$ cat src/rtl/pfs_pkg.sv
package pfs_pkg;

    localparam int ADDR_W = 64;
    localparam int RIDX_W = 5;
    localparam int PG_W   = 3;

    // Fixed opcode bits: [31:25], [24:21], [15:13] and [4].
    localparam logic [31:0] FIX_MASK = 32'hFFE0_E010;
    localparam logic [31:0] FIX_VAL  = 32'h8400_C000;
    localparam logic [RIDX_W-1:0] LAST_REG = 5'd31;

    typedef enum logic [2:0] {
        S_IDLE,
        S_DECODE,
        S_FETCH,
        S_ISSUE,
        S_DONE,
        S_UNDEF
    } seq_state_e;

    typedef struct packed {
        logic [RIDX_W-1:0] off_reg;
        logic [PG_W-1:0]   pg;
        logic [RIDX_W-1:0] base_reg;
        logic              write;
        logic [1:0]        level;
        logic              stream;
    } pf_op_t;

endpackage

$ cat src/rtl/pfs_decode.sv
module pfs_decode
    import pfs_pkg::*;
(
    input  logic [31:0] instr,
    output pf_op_t      op,
    output logic        illegal
);

    logic fixed_ok;
    logic off_bad;

    always_comb begin
        op.off_reg  = instr[20:16];
        op.pg       = instr[12:10];
        op.base_reg = instr[9:5];
        op.write    = instr[3];
        op.level    = instr[2:1];
        op.stream   = instr[0];
    end

    assign fixed_ok = ((instr & FIX_MASK) == FIX_VAL);
    assign off_bad  = (instr[20:16] == LAST_REG);
    assign illegal  = !fixed_ok || off_bad;

endmodule

$ cat src/rtl/pfs_first_set.sv
module pfs_first_set #(
    parameter int NE = 32,
    localparam int IW = $clog2(NE)
) (
    input  logic [NE-1:0] vec,
    output logic          any,
    output logic [IW-1:0] idx
);

    logic [NE-1:0] lower;   // some bit below position i is set
    logic [NE-1:0] hit;

    assign lower[0] = 1'b0;
    for (genvar i = 1; i < NE; i++) begin : g_chain
        assign lower[i] = lower[i-1] | vec[i-1];
    end
    for (genvar i = 0; i < NE; i++) begin : g_hit
        assign hit[i] = vec[i] & ~lower[i];
    end

    assign any = lower[NE-1] | vec[NE-1];

    always_comb begin
        idx = '0;
        for (int i = 0; i < NE; i++) begin
            if (hit[i]) begin
                idx = idx | IW'(i);
            end
        end
    end

endmodule

$ cat src/rtl/pfs_addr_gen.sv
module pfs_addr_gen
    import pfs_pkg::*;
#(
    parameter int IW = 5
) (
    input  logic              base_is_sp,
    input  logic [ADDR_W-1:0] gpr_base,
    input  logic [ADDR_W-1:0] sp_base,
    input  logic [ADDR_W-1:0] offset,
    input  logic [ADDR_W-1:0] sum_q,
    input  logic [IW-1:0]     elem_idx,
    output logic [ADDR_W-1:0] sum,
    output logic [ADDR_W-1:0] addr
);

    logic [ADDR_W-1:0] base_sel;

    assign base_sel = base_is_sp ? sp_base : gpr_base;
    assign sum      = base_sel + offset;
    assign addr     = sum_q + ADDR_W'(elem_idx);

endmodule

$ cat src/rtl/pfs_seq.sv
module pfs_seq
    import pfs_pkg::*;
#(
    parameter int VLEN = 256,
    localparam int NE = VLEN / 8,
    localparam int IW = $clog2(NE)
) (
    input  logic              clk,
    input  logic              rst_n,
    input  logic              start,
    input  logic [31:0]       instr,
    output logic              busy,
    output logic              done,
    output logic              undef,
    output logic [PG_W-1:0]   pred_idx,
    input  logic [NE-1:0]     pred_mask,
    output logic              rd_req,
    output logic [RIDX_W-1:0] rd_base_idx,
    output logic [RIDX_W-1:0] rd_off_idx,
    input  logic [ADDR_W-1:0] rd_base_data,
    input  logic [ADDR_W-1:0] rd_off_data,
    input  logic [ADDR_W-1:0] sp_value,
    output logic              req_valid,
    input  logic              req_ready,
    output logic [ADDR_W-1:0] req_addr,
    output logic              req_write,
    output logic [1:0]        req_level,
    output logic              req_stream
);

    seq_state_e        state_q, state_d;
    logic [31:0]       instr_q;
    pf_op_t            op;
    logic              illegal;
    logic [NE-1:0]     work_q;
    logic [ADDR_W-1:0] sum_q;
    logic [ADDR_W-1:0] sum_w;
    logic              any_left;
    logic [IW-1:0]     cur_idx;
    logic [NE-1:0]     remain;
    logic              accept;

    pfs_decode u_decode (
        .instr   (instr_q),
        .op      (op),
        .illegal (illegal)
    );

    pfs_first_set #(.NE(NE)) u_first (
        .vec (work_q),
        .any (any_left),
        .idx (cur_idx)
    );

    pfs_addr_gen #(.IW(IW)) u_addr (
        .base_is_sp (op.base_reg == LAST_REG),
        .gpr_base   (rd_base_data),
        .sp_base    (sp_value),
        .offset     (rd_off_data),
        .sum_q      (sum_q),
        .elem_idx   (cur_idx),
        .sum        (sum_w),
        .addr       (req_addr)
    );

    assign accept = req_valid && req_ready;
    assign remain = work_q & ~(NE'(1) << cur_idx);

    // Next-state logic
    always_comb begin
        state_d = state_q;
        unique case (state_q)
            S_IDLE:   if (start) state_d = S_DECODE;
            S_DECODE: begin
                if (illegal)          state_d = S_UNDEF;
                else if (~|pred_mask) state_d = S_DONE;
                else                  state_d = S_FETCH;
            end
            S_FETCH:  state_d = S_ISSUE;
            S_ISSUE:  if (accept && ~|remain) state_d = S_DONE;
            S_DONE:   state_d = S_IDLE;
            S_UNDEF:  state_d = S_IDLE;
            default:  state_d = S_IDLE;
        endcase
    end

    // State register
    always_ff @(posedge clk) begin
        if (!rst_n) state_q <= S_IDLE;
        else        state_q <= state_d;
    end

    // Datapath registers
    always_ff @(posedge clk) begin
        if (!rst_n) begin
            instr_q <= '0;
            work_q  <= '0;
            sum_q   <= '0;
        end else begin
            if (state_q == S_IDLE && start) instr_q <= instr;
            if (state_q == S_DECODE)        work_q  <= pred_mask;
            else if (accept)                work_q  <= remain;
            if (state_q == S_FETCH)         sum_q   <= sum_w;
        end
    end

    // Outputs
    always_comb begin
        busy        = (state_q != S_IDLE);
        rd_req      = (state_q == S_FETCH);
        req_valid   = (state_q == S_ISSUE);
        done        = (state_q == S_DONE);
        undef       = (state_q == S_UNDEF);
        pred_idx    = op.pg;
        rd_base_idx = op.base_reg;
        rd_off_idx  = op.off_reg;
        req_write   = op.write;
        req_level   = op.level;
        req_stream  = op.stream;
    end

    AST_REQ_HOLD: assert property (@(posedge clk) disable iff (!rst_n)
        (req_valid && !req_ready) |=> (req_valid && $stable(req_addr) && $stable(req_write)
                                      && $stable(req_level) && $stable(req_stream)));
    AST_ASCENDING: assert property (@(posedge clk) disable iff (!rst_n)
        accept |=> (!req_valid || (cur_idx > $past(cur_idx))));
    AST_ACTIVE_ONLY: assert property (@(posedge clk) disable iff (!rst_n)
        req_valid |-> any_left);
    AST_NO_READ_EMPTY: assert property (@(posedge clk) disable iff (!rst_n)
        rd_req |=> any_left);
    AST_DONE_PULSE: assert property (@(posedge clk) disable iff (!rst_n)
        done |=> !done);

endmodule

$ cat config.mk
export PLATFORM = sky130hd
export DESIGN_NAME = pfs_seq
export DESIGN_NICKNAME = d
export VERILOG_FILES = /design/src/rtl/pfs_pkg.sv /design/src/rtl/pfs_decode.sv /design/src/rtl/pfs_first_set.sv /design/src/rtl/pfs_addr_gen.sv /design/src/rtl/pfs_seq.sv
export SDC_FILE = /design/constraint.sdc
export NUM_CORES = 1
export LEC_CHECK = 0
export ABC_AREA = 1
export ABC_CLOCK_PERIOD_IN_PS = 3700
export BUFFER_PORTS_ARGS = -buffer_cell sky130_fd_sc_hd__buf_2
export CAP_MARGIN = 10
export CORE_MARGIN = 2
export CORE_UTILIZATION = 56
export CTS_CLUSTER_SIZE = 8
export DETAILED_ROUTE_END_ITERATION = 16
export GPL_TIMING_DRIVEN = 0
export PLACE_DENSITY = 0.79
export SLEW_MARGIN = 40
export SYNTH_ARGS = -nofsm -noshare
export SYNTH_HDL_FRONTEND = slang
export SYNTH_HIERARCHICAL = 1
export SYNTH_SLANG_ARGS = --single-unit
$ cat constraint.sdc
create_clock -name clk -period 3.7 [get_ports clk]
set_clock_uncertainty 0.2 [all_clocks]
set_input_delay 0.185 -clock clk [delete_from_list [all_inputs] [get_ports clk]]
set_output_delay 0.185 -clock clk [all_outputs]
set_load 0.02 [all_outputs]
==> results of run 1 <==
-- timing repair --
item	4_1_cts
hold endpoints to repair	66
pin swaps	52
endpoints found under the setup margin	109
setup buffers	39
resized for setup	256
hold buffers	66
-- per-stage QoR --
| stage | cell area [µm²] | hold slack, ns | utilization (%) |
|---|---|---|---|
| floorplan | 15100 | 0.121 | - |
| global placement | 17200 | 0.233 | 64.6 |
| detailed placement | 17200 | 0.241 | 64.6 |
| CTS | 19900 | 0.00158 | 74.6 |
-- layer usage --
metal / overflow / global-route usage [%]
met3: 3 / 64.8
met4: 20 / 77.4
met2: 59 / 94.3
met5: 1 / 48.3
met1: 12 / 77.1
==> key figures, run 1 <==
Timing
  – Worst_ep grt: req_addr[36]
  – Worst_ep kind: primary output

Clocking
  – CTS root buf: clkbuf_16
  – Clock tree sinks: 131
  – Clock tree buffer depth: 2
  – Cts bufs inserted: 17
  – Htree depth: 4

Synthesis
  – YS warnings: 6
  – Post-Syn Instances: 2674
  – Mapped Area: 15100 µm²
  – Synthesized area per cell: 5.63 µm²
  – Post-Syn Nets: 3004

Outcome
  – Error message: [ERROR GRT-0232] Routing congestion too high. Check the congestion heatmap in the GUI.
  – Stop stage: global routing (5_1_grt)
  – Outcome: did not finish

Place
  – IO Port Bufs: 345
  – Post-place setup slack: -0.729 ns
  – Placer Congestion: 1.01
  – Post-DP HPWL: 48.7 mm
  – Dpl cells: 3360

GRT
  – GRT overflow: 95
  – Gr usage total: 78.5%
  – Largest net degree at the start of global routing: 17

Floorplan
  – Row count: 60
  – Chip Width: 168 µm
  – Number of I/O pins: 346
  – Die Height: 168 µm
  – Starting density of the core: 56.5%
==> inputs of run 2 (changes only) <==
CORE_UTILIZATION = 40   (was 56)
CTS_CLUSTER_SIZE = unset   (was 8)
PLACE_DENSITY = unset   (was 0.79)
PLACE_DENSITY_LB_ADDON = 0.15   (was unset)
==> run 2 against run 1 <==
Compared with the run above:
- the flow now finishes, with violations (setup timing)
- synthesized cell count did not move
- synthesized area did not move
==> key figures, run 2 <==
Cells and area
  – Post-route cell area: 22100 µm²
  – Most frequent cells in the layout: nand2_1, inv_1, nor2_1
  – Largest registers: sum_q (64), instr_q (32), work_q (32)
  – Layout cells sized above 1: 31.4%
  – Layout net count: 3519
  – Layout area overhead: 46.7%
  – Commonest non-fill, non-tap cell in the layout: nand2_1
  – Utilization after layout: 59.0%
  – Biggest register: sum_q
  – Max reg flops: 64
  – ANT cells: 0

Timing
  – Period utilisation layout: 116%
  – Peak Freq: 0.233 GHz
  – Setup Viol. Count Final: 64
  – Number of max-slew violations in the final report: 0
  – RSZ-0062 raised after global routing: true
  – Final hold violations: 0
  – Worst slew margin: 23.1%
  – Min Tclk post-route: 4.30 ns
  – Fin Setup TNS: -26.74 ns
  – Worst-Margin Slew: 1.14 ns
  – Final setup margin: -0.600 ns

GRT
  – Gr usage total: 31.2%
  – Routing usage on met2: 56.0%
  – Met1 global-route usage: 36.8%
  – Met3 Use GR: 4.62%
  – Largest net degree at the start of global routing: 17
  – Vias in the first global route: 17.6k
  – Initial antenna violation count: 0
  – First-pass GRT wire length: 94.4 mm
  – GR peak layer: met2
  – GRT overflow: 0

Drt
  – Via/cell ratio: 5.01
  – Number of remaining DRC errors: 0
  – Initial DRC Count: 1287
  – Routed via count: 18.6k
  – Post-route ant nets: 0
  – Final WL: 63.1 mm
  – First drt pass iteration count: 8
  – Wirelength per Cell: 17.0 µm

Floorplan
  – Die Area: 39200 µm²
  – Number of I/O pins: 346
  – Row count: 71
  – Starting density of the core: 40.2%
  – Die Height: 198 µm
  – Chip Width: 198 µm
  – Core area: 37400 µm²

Outcome
  – Failing checks: setup timing
  – Outcome: finished, violations left

Power
  – Worst vdd ir: 0.307 mV
  – LEAKAGE: 11.2 nW
  – Combinational Power Share: 44.2%
  – Clock share of power: 29.0%
  – Sw Ratio: 40.3%
  – Pint: 3.41 mW
  – Part of the power in registers: 26.8%
  – Sw Pwr: 2.31 mW
  – P per Cell Area: 259 nW/µm²
  – Total power: 5.72 mW

Worst setup path
  – Critical Path RT: 3.31 ns
  – Crit. End Element: output pin
  – Crit path kind: reg2out
  – CP max FO: 6
  – Crit path DAT: 3.91 ns
  – Startpoint Class: register

Place
  – Post-DP HPWL: 51.0 mm
  – Placer Congestion: 0.993
  – IO Port Bufs: 345
  – Post-DP Area: 17400 µm²

Synthesis
  – Post-Syn Instances: 2674
  – Synthesized area per cell: 5.63 µm²
  – YS warnings: 6
  – Mapped Area: 15100 µm²
  – Post-Syn Nets: 3004

Clocking
  – Cts bufs inserted: 17
  – CTS tree: yes
  – Htree depth: 4
  – CTS root buf: clkbuf_16
  – Worst-Skew Late Latency: 0.43 ns
  – Clock-pin slew on the worst setup and hold paths: 0.06 ns
  – Clock tree buffer depth: 2
  – Clock tree sinks: 131

Worst hold path
  – HP Class: in2reg

Job
  – Max-cap check violation count: 0
## run 2: through the flow
| step | cells | hold WS, ns | worst slack, ns |
|---|---|---|---|
| 2_1_floorplan | 2674 | 0.121 | 0.123 |
| 3_3_place_gp | 3530 | 0.232 | -0.701 |
| 3_5_place_dp | 3530 | 0.237 | -0.744 |
| 4_1_cts | 3675 | 0.0315 | -0.557 |
| 5_1_grt | 3713 | 0.0248 | -0.738 |
| 6_report | 3713 | 0.00576 | -0.600 |
## run 2: layer usage
| layer | wire (µm) | vias up |
|---|---|---|
| met1 | 26100 | 8421 |
| li1 | - | 9397 |
| met3 | 3590 | 137 |
| met4 | 3240 | 0 |
| met5 | 0 | - |
| met2 | 30100 | 650 |
## run 2: final cells by class
cell class | instances | area (µm²)
flip-flops and latches | 131 | 2670
clock inverters | 13 | 126
inverters | 436 | 1640
fillers | 3733 | 15300
plain buffers | 72 | 418
repair buffers | 497 | 3480
multi-input cells | 2034 | 12700
clock buffers | 19 | 443
well taps | 511 | 639
## run 2: timing repair
action,4_1_cts,5_1_grt
gates resized for setup,295,374
setup buffers,44,45
cloned,0,1
pin swaps,52,83
endpoints found under the setup margin,109,115
hold endpoints to repair,67,0
hold buffers,69,0
## run 2: final timing paths
kind | from | end | slack (ns) | depth (start not counted)
setup / recovery | work_q[0]$_SDFFE_PN0P_ | req_addr[40] | -0.60 | 22
hold / removal | req_ready | work_q[2]$_SDFFE_PN0P_ | 0.006 | 5
setup reg to reg | work_q[0]$_SDFFE_PN0P_ | state_q[1]$_SDFFE_PN0P_ | -0.04 | 24
hold reg to reg | instr_q[30]$_SDFFE_PN0P_ | instr_q[30]$_SDFFE_PN0P_ | 0.25 | 2
## run 2: power groups by stage
stage / Sequential, mW / Clock [mW] / Combinational, mW
after floorplan: 1.55 / 0 / 1.31
after global placement: 1.56 / 0 / 1.94
after detailed placement: 1.56 / 0 / 1.94
after CTS: 1.53 / 1.68 / 2.16
after global routing: 1.54 / 1.74 / 2.76
final: 1.53 / 1.66 / 2.53
## run 2: worst max-delay path, stage by stage (launching register included)
cell,delay (ns)
dfxtp_4,0.36
nor2_4,0.14
nand2_2,0.08
nor2_4,0.16
nand4_4,0.15
nor2_4,0.16
nand4_4,0.10
nor2_4,0.16
nand3_2,0.11
nor2_4,0.14
nand3_4,0.13
nand3b_1,0.27
ha_4,0.22
nor2_1,0.09
nand2_4,0.09
o21ai_4,0.10
nor2_4,0.14
nor2_4,0.07
nor2_4,0.18
buf_12,0.15
nand3_2,0.08
xnor2_2,0.22
buf_4,0.19
Power figures use the tool's default switching activity.
==> inputs of run 3 (changes only) <==
ABC_AREA = unset   (was 1)
==> run 3 against run 2 <==
Compared with the run above:
- the run still ends with setup timing left
- via count down 21%
- critical path depth decreased by 3
- maximum frequency shrank 2.4%
- synthesized cell count fell by 39%
- combinational power shrank 2%
- first-iteration DRC count is 21% lower
- core utilization increased by 7.6 points
- clock-buffer cell count shrank 1
- register-to-register slack worse by 0.29 ns
- sequential share of layout area increased by 0.98 points
- critical endpoint is now req_addr[35]
- highest routed layer unchanged
==> key figures, run 3 <==
Cells and area
  – Utilization after layout: 66.7%
  – Layout net count: 2544
  – ANT cells: 0
  – Most frequent cells in the layout: buf_2, nand2_1, buf_4
  – Layout area overhead: 65.4%
  – Commonest non-fill, non-tap cell in the layout: buf_2
  – Biggest register: sum_q
  – Max reg flops: 64
  – Layout cells sized above 1: 45.1%
  – Post-route cell area: 20300 µm²
  – Largest registers: sum_q (64), instr_q (32), work_q (32)

Drt
  – Number of remaining DRC errors: 0
  – Routed via count: 14.7k
  – Post-route ant nets: 0
  – Initial DRC Count: 1015
  – Via/cell ratio: 5.61
  – First drt pass iteration count: 5
  – Final WL: 49.1 mm
  – Wirelength per Cell: 18.7 µm

Timing
  – Min Tclk post-route: 4.41 ns
  – Final hold violations: 0
  – Setup Viol. Count Final: 94
  – RSZ-0062 raised after global routing: true
  – Peak Freq: 0.227 GHz
  – Worst slew margin: 47.8%
  – Final setup margin: -0.708 ns
  – Worst-Margin Slew: 0.784 ns
  – Number of max-slew violations in the final report: 0
  – Period utilisation layout: 119%

Worst hold path
  – Hold Crit Depth: 2
  – HP Class: in2reg

Power
  – P per Cell Area: 286 nW/µm²
  – Total power: 5.81 mW
  – Worst vdd ir: 0.316 mV
  – LEAKAGE: 8.74 nW

Clocking
  – Worst-Skew Late Latency: 0.42 ns
  – CTS tree: yes
  – Clock tree buffer depth: 2
  – Clock tree sinks: 131
  – CTS root buf: clkbuf_16
  – Clock-pin slew on the worst setup and hold paths: 0.06 ns
  – Cts bufs inserted: 17
  – Htree depth: 4

Synthesis
  – Post-Syn Instances: 1634
  – YS warnings: 6
  – Mapped Area: 12300 µm²
  – Post-Syn Nets: 1964
  – Synthesized area per cell: 7.51 µm²

Place
  – Post-DP HPWL: 33.1 mm
  – IO Port Bufs: 344
  – Placer Congestion: 0.959
  – Post-DP Area: 14700 µm²

GRT
  – Gr usage total: 27.7%
  – Vias in the first global route: 13.7k
  – Largest net degree at the start of global routing: 17
  – First-pass GRT wire length: 70.8 mm
  – GRT overflow: 0
  – Initial antenna violation count: 0

Floorplan
  – Chip Width: 179 µm
  – Number of I/O pins: 346
  – Die Area: 32100 µm²
  – Core area: 30400 µm²
  – Die Height: 179 µm
  – Row count: 64
  – Starting density of the core: 40.3%

Worst setup path
  – CP max FO: 5
  – CP cell instances: or4_4 -> nand2b_4 -> buf_4 -> buf_6 -> a211oi_2 -> nand2_2 -> buf_6 -> nand3_4 -> ha_4 -> a21o_1 -> a21oi_2 -> o21bai_2 -> a21oi_4 -> nor3_4 -> and2_4 -> buf_4 -> nand3_4 -> xnor2_4 -> buf_6
  – Crit path kind: reg2out
  – Reg2Reg Depth: 19
  – Critical Path RT: 3.31 ns
  – Slowest library cell on the worst path: or4_4
  – Crit path DAT: 4.02 ns
  – Worst path max stage delay: 0.54 ns
  – Most used cell, CP: buf_6
  – Crit. End Element: output pin
  – Startpoint Class: register

Outcome
  – Failing checks: setup timing
  – Outcome: finished, violations left

Job
  – Max-cap check violation count: 0
[run 3: changes by cell type in the layout (fill, tap and decap cells not counted), moves of 37 or more]
cell,change
nor2b_1,+37
inv_1,-390
nand2_1,-495
o21ai_0,-54
nand3_1,-93
a21boi_1,+42
buf_4,+72
nor2_2,-39
a21boi_0,+55
nand2_2,-74
nor2_1,-229
[run 3: layout make-up]
type | count | area [µm²]
Multi-Input combinational cell | 1362 | 11700
Fill cell | 2438 | 10100
Timing Repair Buffer | 602 | 4340
Sequential cell | 131 | 2650
Tap cell | 396 | 495
Clock buffer | 18 | 439
Buffer | 72 | 402
Clock inverter | 13 | 171
Inverter | 28 | 105
[run 3: metal layers]
metal / up-vias / routed length (µm) / track usage (%)
li1: 7026 / - / -
met1: 6890 / 20400 / 34.4
met2: 629 / 23800 / 48.2
met3: 155 / 2620 / 3.84
met4: 0 / 2210 / 11.1
met5: - / 0 / 0
[run 3: power breakdown]
group          switching, mW  internal [mW]  leakage [nW]
sequential            0.0676           1.46          1.07
clock                  0.703           1.09         0.300
combinational           1.31           1.17          7.37
[run 3: final timing paths]
path                                               from                       end  slack (ns)
worst min-delay path                              rst_n  instr_q[12]$_SDFFE_PN0P_        0.01
worst max-delay path             work_q[8]$_SDFFE_PN0P_              req_addr[35]       -0.71
worst max register to register  instr_q[7]$_SDFFE_PN0P_    sum_q[54]$_SDFFE_PN0P_       -0.33
worst min register to register   sum_q[62]$_SDFFE_PN0P_    sum_q[62]$_SDFFE_PN0P_        0.26
[run 3: worst max-delay path, delay by kind of cell, from the launching register on]
kind	cells	cell delay, ns
and+or+nand+nor	7	1.29
adders and majority gates	1	0.20
xor gates and xnor gates	1	0.14
buffers and inverters	5	0.68
DFF	1	0.36
AOI/OAI and AO/OA	5	0.92
[run 3: per-stage QoR]
stage	TNS, ns	setup WS (ns)	std cells	hold WS, ns
2_1_floorplan	-0.517	-0.0695	1634	0.130
3_3_place_gp	-57.28	-0.990	2374	0.240
3_5_place_dp	-56.72	-0.954	2374	0.247
4_1_cts	-37.08	-0.727	2564	0.00131
5_1_grt	-56.76	-0.911	2622	0.0167
6_report	-41.25	-0.708	2622	0.0128
[run 3: timing repair]
action | in CTS | in global routing
hold buffers | 72 | 0
setup buffers | 114 | 84
gates resized for setup | 449 | 223
hold endpoints to repair | 65 | 0
endpoints found under the setup margin | 113 | 110
pin swaps | 134 | 144
gates cloned | 1 | 1
